### src/rtl/phase_ring.sv
module phase_ring #(
  parameter int STAGES = 8
) (
  input  logic              clk,
  input  logic              rst,
  input  logic              load_m,
  input  logic              load_s,
  input  logic              seed,
  output logic [STAGES-1:0] phase
);
  localparam logic [STAGES-1:0] TOKEN = STAGES'(1);

  logic [STAGES-1:0] mst, slv, d;

  assign d     = {slv[STAGES-2:0], slv[STAGES-1]};
  assign phase = slv;

  always_ff @(posedge clk) begin
    if (rst) begin
      mst <= '0;
      slv <= '0;
    end else if (seed) begin
      mst <= TOKEN;
      slv <= TOKEN;
    end else begin
      if (load_m) mst <= d;
      if (load_s) slv <= mst;
    end
  end
endmodule

### config.mk
export PLATFORM = sky130hd
export DESIGN_NAME = phase_ring
export DESIGN_NICKNAME = d
export VERILOG_FILES = /design/src/rtl/phase_ring.sv
export SDC_FILE = /design/constraint.sdc
export NUM_CORES = 1
export LEC_CHECK = 0
export CORE_MARGIN = 5
export CORE_UTILIZATION = 43
export DETAILED_ROUTE_END_ITERATION = 10
export PLACE_DENSITY = 0.69
export SYNTH_ARGS = -nofsm -noshare
export SYNTH_HDL_FRONTEND = slang
export SYNTH_SLANG_ARGS = --single-unit
### constraint.sdc
create_clock -name clk -period 1.95 [get_ports clk]
set_clock_uncertainty 0.1 [all_clocks]
set_input_delay 0.195 -clock clk [delete_from_list [all_inputs] [get_ports clk]]
set_output_delay 0.195 -clock clk [all_outputs]
set_load 0.05 [all_outputs]
==> metrics.csv <==
metric;value;unit
CP Launch Type;flop;
Core Area;1330;um2
synthesized area per cell;11.6;um2
# setup viols final;0;
Pre-Repair DR Iteration Count;2;
initial antenna violation count;0;
NumNets Final;72;
Max VDD drop;413;uV
Netlist cell types;10;
total number of yosys warnings;0;
first-pass GRT wire length;1460;um
quantity of gates resized following cts;0;
Die W;48.1;um
CTS buffer count;3;
Worst Max-Slew Pin Slew;0.642;ns
Worst-path clk slew;0.08;ns
pwr/cell area;727;nW/um2
Worst EP required;1.65;ns
vias in the first global route;341;
Final GP Congestion;0.645;
GR peak layer;met2;
DR vias/cell;4.80;
post-layout instance area;739;um2
worst-skew pair later-pin latency;0.27;ns
RSZ-0062 raised after global routing;no;
CP arrival;1.46;ns
GR Util met1;12.0;%
Layout fillers;129;
Post-CTS Setup Repair Bufs;0;
largest net degree at the start of global routing;15;
TritonCTS clock tree;done;
# clock sinks;16;
Rows;13;
Slew headroom;57.2;%
H-tree depth;1;
DR WL/cell;11.1;um
initial drt markers;4;
worst-path maximum fanout;3;
layout cells sized above 1;20.0;%
CP max stage delay;0.82;ns
routed via count;384;
critical path's top delay family;buffers and inverters;
WP buf/inv;1;
Die Height;48.1;um
Setup crit end kind;output pin;
Cells after Synth;54;
Setup CP Type;reg -> out;
max cap viols;0;
Post-Syn Area;624;um2
# diodes;0;
Initial Util;46.8;%
worst path cell trace;clkdlybuf4s50_1;
Slowest-stage cell, CP;clkdlybuf4s50_1;
Die ar.;2310;um2
Min Clock Period, post-route;1.76;ns
Max Clk Rate;0.569;GHz
final hold vios;0;
CTS Buffer Depth;2;
setup slack after layout;0.192;ns
Placed Area;717;um2
CTS Hold Bufs;0;
met3 Track Usage GR;5.54;%
Yosys reg bits;16;
Slew Viols, Final;0;
I/O pin count;13;
ratio of final minimum period to clock period;90.1;%
Seq/Total Area, Yosys;51.3;%
hold crit path type;in -> reg;
DRC Markers;0;
root buffer cell;clkbuf_4;
Mapped Nets;59;
status;completed;
met2 global-route usage;12.7;%
P&R area growth vs syn;18.4;%
residual antenna-violating net count after detailed routing;0;
PortBufs;12;
Setup TNS Final;0;ns
leakage;0.294;nW
Post-Route WL;888;um
gr usage total;9.93;%
placed wire-length estimate;626;um
worst slack, placed;0.381;ns
remaining global-route overflow;0;
Tot Pwr;0.000538;W
## worst paths after layout
check | to | slack [ns] | from | cells past startpoint
worst max-delay path | phase[7] | 0.19 | phase[7]$_SDFFE_PP0P_ | 1
worst min-delay path | mst[0]$_SDFFE_PP0P_ | 0.39 | seed | 3
worst max register to register | phase[5]$_SDFFE_PP0P_ | 1.19 | mst[5]$_SDFFE_PP0P_ | 2
worst min register to register | mst[2]$_SDFFE_PP0P_ | 0.40 | mst[2]$_SDFFE_PP0P_ | 2
## worst reg2reg max path, cell delays in order (launching register included)
cell,delay (ns)
dfxtp_1,0.32
mux2i_1,0.18
nor2_2,0.04
## routing by layer
| metal | vias to the layer above | share of wire, % |
|---|---|---|
| met4 | 0 | 2.6 |
| met1 | 168 | 49 |
| met2 | 11 | 41 |
| li1 | 203 | - |
| met3 | 2 | 6.9 |
| met5 | - | 0 |
## area by class of cell
type	instances	area, um2	share of cell area (%)
sequential	16	320	43.3
multi-input combinational	33	254	34.3
timing repair buffer	12	120	16.2
clock buffer	3	22.5	3.05
tap	15	18.8	2.54
inverter	1	3.75	0.508
## sequential cells by signal (all words and copies together), names as in the netlist
signal,flops
mst,8
phase,8
## through the flow
stage               utilization [%]  instances  hold slack (ns)
finish                         55.4         80            0.392
global route                   55.4         80            0.388
detailed placement             53.8         77            0.386
CTS                            55.4         80            0.384
global placement               53.8         77            0.377
floorplan                         -         54            0.164
## cells in the final DEF, fill, tap and decap left out
master / n
inv_1: 1
nor2_1: 4
nor2_2: 10
or2_1: 1
dfxtp_1: 16
clkdlybuf4s50_1: 12
mux2i_1: 16
clkbuf_4: 3
a21oi_1: 2
## kinds of logic after synthesis
| family | Yosys count | share of synthesized area (%) |
|---|---|---|
| AND/OR/NAND/NOR | 15 | 13.4 |
| multiplexers | 16 | 25.7 |
| AO/OA/AOI/OAI | 2 | 1.60 |
| buffers and inverters | 5 | 8.01 |
| flip-flops | 16 | 51.3 |
## power breakdown
group	internal (W)	switching [W]	total, W	leakage [nW]
registers	0.000330	0.00000209	0.000332	0.130
clock network	0.0000715	0.0000903	0.000162	0.0138
logic	0.0000197	0.0000242	0.0000439	0.151
## synth_stat cells (all sizes together)
cell type / count / area [um2]
a21oi: 2 / 10.0
buf: 4 / 46.3
or2: 1 / 6.26
mux2i: 16 / 160
inv: 1 / 3.75
dfxtp: 16 / 320
nor2: 14 / 77.6
No activity file was read; power rests on OpenSTA's default activity.
